**src/rtl/sync_serial_pkg.sv**
```systemverilog
`timescale 1ns/1ps
package sync_serial_pkg;
  typedef enum logic [1:0] {
    FLOW_NONE = 2'd0,
    FLOW_CTS  = 2'd1,
    FLOW_RTS  = 2'd2
  } flow_e;

  typedef enum logic [1:0] {
    SRC_F1  = 2'd0,
    SRC_F8  = 2'd1,
    SRC_PSC = 2'd2
  } src_e;
endpackage

```
**src/rtl/sserial_clkgen.sv**
```systemverilog
`timescale 1ns/1ps
module sserial_clkgen
  import sync_serial_pkg::*;
#(
  parameter int PSC_W       = 4,
  parameter int BRG_W       = 8,
  parameter int F8_DIV      = 8,
  parameter int SYNC_STAGES = 2
) (
  input  logic             clk_i,
  input  logic             rst_ni,
  input  logic             ext_i,
  input  logic             pol_i,
  input  logic             run_i,
  input  logic [1:0]       src_i,
  input  logic [PSC_W-1:0] psc_i,
  input  logic [BRG_W-1:0] brg_i,
  input  logic             sclk_pin_i,
  output logic             sclk_o,
  output logic             launch_o,
  output logic             sample_o
);
  localparam int DIV_W = PSC_W + 2;

  logic [DIV_W-1:0] div, pre_q;
  logic [BRG_W-1:0] brg_q;
  logic             sclk_q, idle, fj_en, tick;

  assign idle = ~pol_i;

  always_comb begin
    case (src_i)
      SRC_F1:  div = DIV_W'(1);
      SRC_F8:  div = DIV_W'(F8_DIV);
      SRC_PSC: div = (psc_i == '0) ? DIV_W'(1) : DIV_W'({psc_i, 1'b0});
      default: div = DIV_W'(1);
    endcase
  end

  assign fj_en = run_i && !ext_i && (pre_q == div - DIV_W'(1));
  assign tick  = fj_en && (brg_q == brg_i);

  always_ff @(posedge clk_i or negedge rst_ni) begin
    if (!rst_ni) begin
      pre_q  <= '0;
      brg_q  <= '0;
      sclk_q <= 1'b1;
    end else if (!run_i || ext_i) begin
      pre_q  <= '0;
      brg_q  <= '0;
      sclk_q <= idle;
    end else begin
      pre_q <= fj_en ? '0 : pre_q + DIV_W'(1);
      if (fj_en) brg_q <= (brg_q == brg_i) ? '0 : brg_q + BRG_W'(1);
      if (tick) sclk_q <= ~sclk_q;
    end
  end

  // external pin synchronizer
  logic [SYNC_STAGES-1:0] sync_q;
  logic                   prev_q, rise, fall;

  always_ff @(posedge clk_i or negedge rst_ni) begin
    if (!rst_ni) sync_q[0] <= 1'b0;
    else         sync_q[0] <= sclk_pin_i;
  end

  for (genvar g = 1; g < SYNC_STAGES; g++) begin : g_sync
    always_ff @(posedge clk_i or negedge rst_ni) begin
      if (!rst_ni) sync_q[g] <= 1'b0;
      else         sync_q[g] <= sync_q[g-1];
    end
  end

  always_ff @(posedge clk_i or negedge rst_ni) begin
    if (!rst_ni) prev_q <= 1'b0;
    else         prev_q <= sync_q[SYNC_STAGES-1];
  end

  assign rise = sync_q[SYNC_STAGES-1] & ~prev_q;
  assign fall = ~sync_q[SYNC_STAGES-1] & prev_q;

  assign sclk_o   = sclk_q;
  assign launch_o = ext_i ? (pol_i ? rise : fall) : (tick && (sclk_q == idle));
  assign sample_o = ext_i ? (pol_i ? fall : rise) : (tick && (sclk_q != idle));
endmodule

```
**src/rtl/sserial_tx.sv**
```systemverilog
`timescale 1ns/1ps
module sserial_tx #(
  parameter int W = 8
) (
  input  logic         clk_i,
  input  logic         rst_ni,
  input  logic         wr_i,
  input  logic [W-1:0] data_i,
  input  logic         start_ok_i,
  input  logic         rearm_i,
  input  logic         launch_i,
  input  logic         sample_i,
  input  logic         msb_first_i,
  input  logic         inv_i,
  input  logic         irq_sel_i,
  output logic         empty_o,
  output logic         busy_o,
  output logic         sd_o,
  output logic         irq_o
);
  localparam int CNT_W = $clog2(W);

  logic [W-1:0]     buf_q, sh_q;
  logic [CNT_W-1:0] lcnt_q, scnt_q, idx;
  logic             empty_q, busy_q, sd_q, irq_q, load;

  assign load = start_ok_i && !empty_q && !busy_q;
  assign idx  = msb_first_i ? CNT_W'(W-1) - lcnt_q : lcnt_q;

  always_ff @(posedge clk_i or negedge rst_ni) begin
    if (!rst_ni) begin
      buf_q   <= '0;
      sh_q    <= '0;
      lcnt_q  <= '0;
      scnt_q  <= '0;
      empty_q <= 1'b1;
      busy_q  <= 1'b0;
      sd_q    <= 1'b1;
      irq_q   <= 1'b0;
    end else begin
      irq_q <= 1'b0;
      if (load) begin
        sh_q    <= buf_q;
        empty_q <= 1'b1;
        busy_q  <= 1'b1;
        lcnt_q  <= '0;
        scnt_q  <= '0;
        if (!irq_sel_i) irq_q <= 1'b1;
      end else if (busy_q) begin
        if (launch_i) begin
          sd_q   <= sh_q[idx] ^ inv_i;
          lcnt_q <= lcnt_q + CNT_W'(1);
        end
        if (sample_i) begin
          if (scnt_q == CNT_W'(W-1)) begin
            busy_q <= 1'b0;
            if (irq_sel_i) irq_q <= 1'b1;
          end
          scnt_q <= scnt_q + CNT_W'(1);
        end
      end
      // a write or re-arm after a same-cycle load must win
      if (rearm_i) empty_q <= 1'b0;
      if (wr_i) begin
        buf_q   <= data_i;
        empty_q <= 1'b0;
      end
    end
  end

  assign empty_o = empty_q;
  assign busy_o  = busy_q;
  assign sd_o    = sd_q;
  assign irq_o   = irq_q;
endmodule

```
**src/rtl/sserial_rx.sv**
```systemverilog
`timescale 1ns/1ps
module sserial_rx #(
  parameter int W = 8
) (
  input  logic         clk_i,
  input  logic         rst_ni,
  input  logic         en_i,
  input  logic         sample_i,
  input  logic         sd_i,
  input  logic         msb_first_i,
  input  logic         inv_i,
  input  logic         rd_i,
  output logic [W-1:0] data_o,
  output logic         full_o,
  output logic         ovr_o,
  output logic         irq_o
);
  localparam int CNT_W   = $clog2(W);
  localparam int OVR_IDX = W - 2;  // zero-based index of the next-to-last bit

  logic [W-1:0]     sh_q, sh_nx, data_q;
  logic [CNT_W-1:0] cnt_q;
  logic             bit_in, full_q, ovr_q, ovr_frm_q, irq_q;

  assign bit_in = sd_i ^ inv_i;
  assign sh_nx  = msb_first_i ? {sh_q[W-2:0], bit_in} : {bit_in, sh_q[W-1:1]};

  always_ff @(posedge clk_i or negedge rst_ni) begin
    if (!rst_ni) begin
      sh_q      <= '0;
      data_q    <= '0;
      cnt_q     <= '0;
      full_q    <= 1'b0;
      ovr_q     <= 1'b0;
      ovr_frm_q <= 1'b0;
      irq_q     <= 1'b0;
    end else begin
      irq_q <= 1'b0;
      if (rd_i) full_q <= 1'b0;
      if (!en_i) begin
        cnt_q     <= '0;
        ovr_q     <= 1'b0;
        ovr_frm_q <= 1'b0;
      end else if (sample_i) begin
        sh_q <= sh_nx;
        if (cnt_q == CNT_W'(W-1)) begin
          cnt_q     <= '0;
          ovr_frm_q <= 1'b0;
          if (!ovr_frm_q) begin
            data_q <= sh_nx;
            full_q <= 1'b1;
            irq_q  <= 1'b1;
          end
        end else begin
          cnt_q <= cnt_q + CNT_W'(1);
          if (cnt_q == CNT_W'(OVR_IDX) && full_q && !rd_i) begin
            ovr_q     <= 1'b1;
            ovr_frm_q <= 1'b1;
          end
        end
      end
    end
  end

  assign data_o = data_q;
  assign full_o = full_q;
  assign ovr_o  = ovr_q;
  assign irq_o  = irq_q;
endmodule

```
**src/rtl/sync_serial_xcvr.sv**
```systemverilog
`timescale 1ns/1ps
module sync_serial_xcvr
  import sync_serial_pkg::*;
#(
  parameter int W           = 8,
  parameter int PSC_W       = 4,
  parameter int BRG_W       = 8,
  parameter int F8_DIV      = 8,
  parameter int SYNC_STAGES = 2
) (
  input  logic             clk_i,
  input  logic             rst_ni,
  input  logic             tx_en_i,
  input  logic             rx_en_i,
  input  logic             clk_ext_i,
  input  logic             clk_pol_i,
  input  logic             msb_first_i,
  input  logic             invert_i,
  input  logic             cont_rx_i,
  input  logic             tx_irq_sel_i,
  input  logic [1:0]       flow_i,
  input  logic [1:0]       clk_src_i,
  input  logic [PSC_W-1:0] psc_i,
  input  logic [BRG_W-1:0] brg_i,
  input  logic             tx_wr_i,
  input  logic [W-1:0]     tx_data_i,
  input  logic             rx_rd_i,
  output logic [W-1:0]     rx_data_o,
  output logic             tx_empty_o,
  output logic             rx_full_o,
  output logic             overrun_o,
  output logic             tx_irq_o,
  output logic             rx_irq_o,
  input  logic             sclk_i,
  output logic             sclk_o,
  input  logic             sd_i,
  output logic             sd_o,
  input  logic             cts_ni,
  output logic             rts_no
);
  logic busy, launch, sample, cts_ok, start_ok, rearm, rts_ready;

  assign cts_ok   = (flow_i != FLOW_CTS) || !cts_ni;
  assign start_ok = tx_en_i && cts_ok;
  assign rearm    = rx_rd_i && cont_rx_i;

  sserial_clkgen #(
    .PSC_W(PSC_W), .BRG_W(BRG_W), .F8_DIV(F8_DIV), .SYNC_STAGES(SYNC_STAGES)
  ) u_clk (
    .clk_i, .rst_ni,
    .ext_i(clk_ext_i), .pol_i(clk_pol_i), .run_i(busy),
    .src_i(clk_src_i), .psc_i, .brg_i,
    .sclk_pin_i(sclk_i), .sclk_o,
    .launch_o(launch), .sample_o(sample)
  );

  sserial_tx #(.W(W)) u_tx (
    .clk_i, .rst_ni,
    .wr_i(tx_wr_i), .data_i(tx_data_i),
    .start_ok_i(start_ok), .rearm_i(rearm),
    .launch_i(launch), .sample_i(sample),
    .msb_first_i, .inv_i(invert_i), .irq_sel_i(tx_irq_sel_i),
    .empty_o(tx_empty_o), .busy_o(busy), .sd_o, .irq_o(tx_irq_o)
  );

  sserial_rx #(.W(W)) u_rx (
    .clk_i, .rst_ni,
    .en_i(rx_en_i), .sample_i(sample), .sd_i,
    .msb_first_i, .inv_i(invert_i), .rd_i(rx_rd_i),
    .data_o(rx_data_o), .full_o(rx_full_o), .ovr_o(overrun_o), .irq_o(rx_irq_o)
  );

  always_comb begin
    rts_ready = rx_en_i && !rx_full_o;
    if (!clk_ext_i) rts_ready = rts_ready && tx_en_i && !tx_empty_o;
  end

  assign rts_no = !((flow_i == FLOW_RTS) && rts_ready);
endmodule

```
**config.mk**
```make
export PLATFORM = sky130hd
export DESIGN_NAME = sync_serial_xcvr
export DESIGN_NICKNAME = d
export VERILOG_FILES = /design/src/rtl/sync_serial_pkg.sv /design/src/rtl/sserial_clkgen.sv /design/src/rtl/sserial_tx.sv /design/src/rtl/sserial_rx.sv /design/src/rtl/sync_serial_xcvr.sv
export SDC_FILE = /design/constraint.sdc
export NUM_CORES = 1
export LEC_CHECK = 0
export ABC_CLOCK_PERIOD_IN_PS = 4260
export CAP_MARGIN = 20
export CORE_AREA = 2 2 94 96
export DETAILED_ROUTE_END_ITERATION = 8
export DIE_AREA = 0 0 96 98
export PLACE_DENSITY = 0.75
export SLEW_MARGIN = 20
export SYNTH_ARGS = -nofsm -noshare
export SYNTH_HDL_FRONTEND = slang
export SYNTH_HIERARCHICAL = 1
export SYNTH_SLANG_ARGS = --single-unit
```
**constraint.sdc**
```tcl
create_clock -name clk_i -period 4.26 [get_ports clk_i]
set_input_delay 0.852 -clock clk_i [delete_from_list [all_inputs] [get_ports clk_i]]
set_output_delay 0.852 -clock clk_i [all_outputs]
set_load 0.01 [all_outputs]
```
==> qor.yml <==
io_buffers: 54
gp_congestion: 0.8334
max_freq_mhz: 251.4
final_nets: 489
fin_area_mm2: 0.004526
cts_made_buffers: 9
intPower_uw: 1197
synth_top_cell_area_share: 0.4351
cp.arrival_ns: 4.25
drtPass1Iterations: 4
place_area_mm2: 0.004334
core_mm2: 0.008466
fin_crit_sh: 0.9338
wl_per_cell_um: 14.33
grt_max_degree: 37
required_ns: 4.53
n_antenna_cell: 0
hold_class: "reg2reg"
outcome: "complete, no violations"
worst_slew_pin_slew_ns: 0.7941
crit_path_start_kind: "input port"
cts_tree: "done"
syn-cell-area_mm2: 0.003681
ys_types: 58
ys_seq_elements: 67
yosys.area.top_type: "dfrtp_1"
clock_sinks: 67
synth_common_cells: "nand2_1, dfrtp_1, nand3_1, o21ai_0, mux2i_1"
drc: 0
p_per_area_mw_per_mm2: 399.2
synth_area_leaders: "dfrtp_1, nand2_1, mux2i_1, ha_1, nand3_1"
hold_slack_ns: 0.3559
synth_fp_nets: 429
area_growth_pct: 22.94
hpwlAfterDp_um: 5718
relSlewSlack: 0.4706
grt_pass1_wl_um: 13300
p_comb_frac: 0.253
via_per_inst: 5.406
drv_cap: 0
synth.most_common_cell: "nand2_1"
worst-setup-path-type: "in2reg"
die_width_um: 96
syn_avg_cell_area_um2: 9.712
fin_crit_ns: 3.978
timing.critical_path.fanout_max: 5
endpoint_kind: "flip-flop"
first_global_vias: 2946
ios: 55
seq_power_share: 0.475
pwr-share-clk: 0.272
wl_um: 7910
fin_tns_setup_ns: 0
clkLatencyLatePin_ns: 0.34
die_area_mm2: 0.009408
synth-edff-count: 0
sw_frac_of_total: 0.3373
ant_nets: 0
fp-row-count: 34
p_leak_uw: 0.002053
postCtsSetupRepairBufs: 0
cts_max_level: 3
hold_viol_final: 0
track_usage: 0.1785
ys.flop_type: "dfrtp_1"
async_flop_share: 1.000
via_count: 2984
skew_ns: 0.008531
n_fill_cell: 747
die_h_um: 98
start_util: 0.4348
yosys_warnings: 6
netSwitchingPower_uw: 609.2
grt_antenna_before_repair: 0
drt-initial-drc-count: 104
fin_total_pwr_uw: 1806
grt_remaining_overflow: 0
setup_viol: 0
cts-root-buf: "clkbuf_8"
ir_drop_mv: 0.2639
drive_above_1_share: 0.1306
rsz0062_at_grt: "no"
yosysSeqAreaShare: 0.4565
clockBufferDepth: 2
clk_pin_slew_ns: 0.08
maxSlewViolCount: 0
syn_inst: 379
## worst max-delay path, stage by stage
cell	delay [ns]
clkdlybuf4s50_1	0.42
o41ai_1	0.45
nand2_1	0.14
ha_1	0.29
xor2_1	0.17
xnor2_1	0.15
a2111oi_2	0.31
and4_1	0.32
nand2_4	0.07
o41ai_2	0.37
nand2_1	0.20
a32o_1	0.25
a211o_1	0.26
## stage by stage
step	worst slack, ns	util	instances
2_1_floorplan	0.4239	-	379
4_1_cts	0.2745	0.5340	552
5_1_grt	0.07223	0.5346	552
6_report	0.2821	0.5346	552
3_5_place_dp	-0.07530	0.5120	536
3_3_place_gp	0.07324	0.5120	536
## power by group through the flow
| stage | logic (uW) | clock network, uW | registers (uW) |
|---|---|---|---|
| finish | 458 | 491 | 858 |
| global route | 512 | 537 | 873 |
| CTS | 457 | 509 | 854 |
| detailed placement | 453 | 0 | 865 |
| global placement | 436 | 0 | 858 |
| floorplan | 333 | 0 | 826 |
## layout make-up
type,count,area [um2],area share
Multi-Input combinational cell,282,1842,0.4070
Sequential cell,67,1680,0.3713
Timing Repair Buffer,68,640.6,0.1416
Clock buffer,10,137.6,0.03041
Tap cell,108,135.1,0.02986
Clock inverter,6,48.80,0.01078
Inverter,11,41.29,0.009124
## timing repair
action	CTS	global route
endpoints found under the setup margin	0	1
resized for setup	0	1
hold buffers	0	0
## cells by family after synthesis
kind of cell	count (synthesis)	share of synthesized area
xor+xnor	22	0.05235
flops	67	0.4565
fa+ha+maj	11	0.03739
buf+inv	30	0.04453
compound gates	67	0.1275
simple gates	159	0.2165
mux	23	0.06526
## sequential cells by signal, summed over array words and instances, names as in the netlist, 3 cells and up
signal / count
u_rx/data_o: 8
u_rx/cnt_q: 3
u_tx/scnt_q: 3
u_tx/lcnt_q: 3
u_clk/pre_q: 6
u_rx/sh_q: 8
u_clk/brg_q: 8
u_tx/buf_q: 8
u_tx/sh_q: 8
## per-layer routing
layer,share of wire,wire length (um),global-route usage,up-vias
met5,0,0,0,-
met4,0.013,104,0.06923,0
met3,0.047,371,0.04475,11
met2,0.48,3790,0.2831,74
met1,0.46,3644,0.2330,1446
li1,-,-,-,1453
## cell usage in the layout, fill, tap and decap left out, drive strengths merged, types with 5 or more instances in the layout
cell type      instances
nor3                  13
xor2                  13
clkdlybuf4s50         53
nor2                  12
clkbuf                10
xnor2                  9
nand3b                 6
mux2                   8
ha                    11
mux2i                 15
nand3                 25
buf                   15
a21oi                  8
nand2                 72
nand2b                 5
dfrtp                 64
nor2b                  5
a32o                   7
o21ai                 28
inv                   13
and2                   5
## final timing paths
check / startpoint / to / slack [ns] / cells after the start
worst min register to register: u_clk/sync_q[0] / u_clk/sync_q[1] / 0.36 / 0
worst max register to register: u_clk/pre_q[2] / u_tx/sd_o / 1.66 / 9
max in group asynchronous: rst_ni / u_tx/empty_o / 2.72 / 2
worst max-delay path: psc_i[0] / u_tx/sd_o / 0.28 / 13
worst min-delay path: u_clk/sync_q[0] / u_clk/sync_q[1] / 0.36 / 0
min in group asynchronous: rst_ni / u_tx/buf_q[2] / 0.59 / 1
Power figures use the tool's default switching activity.
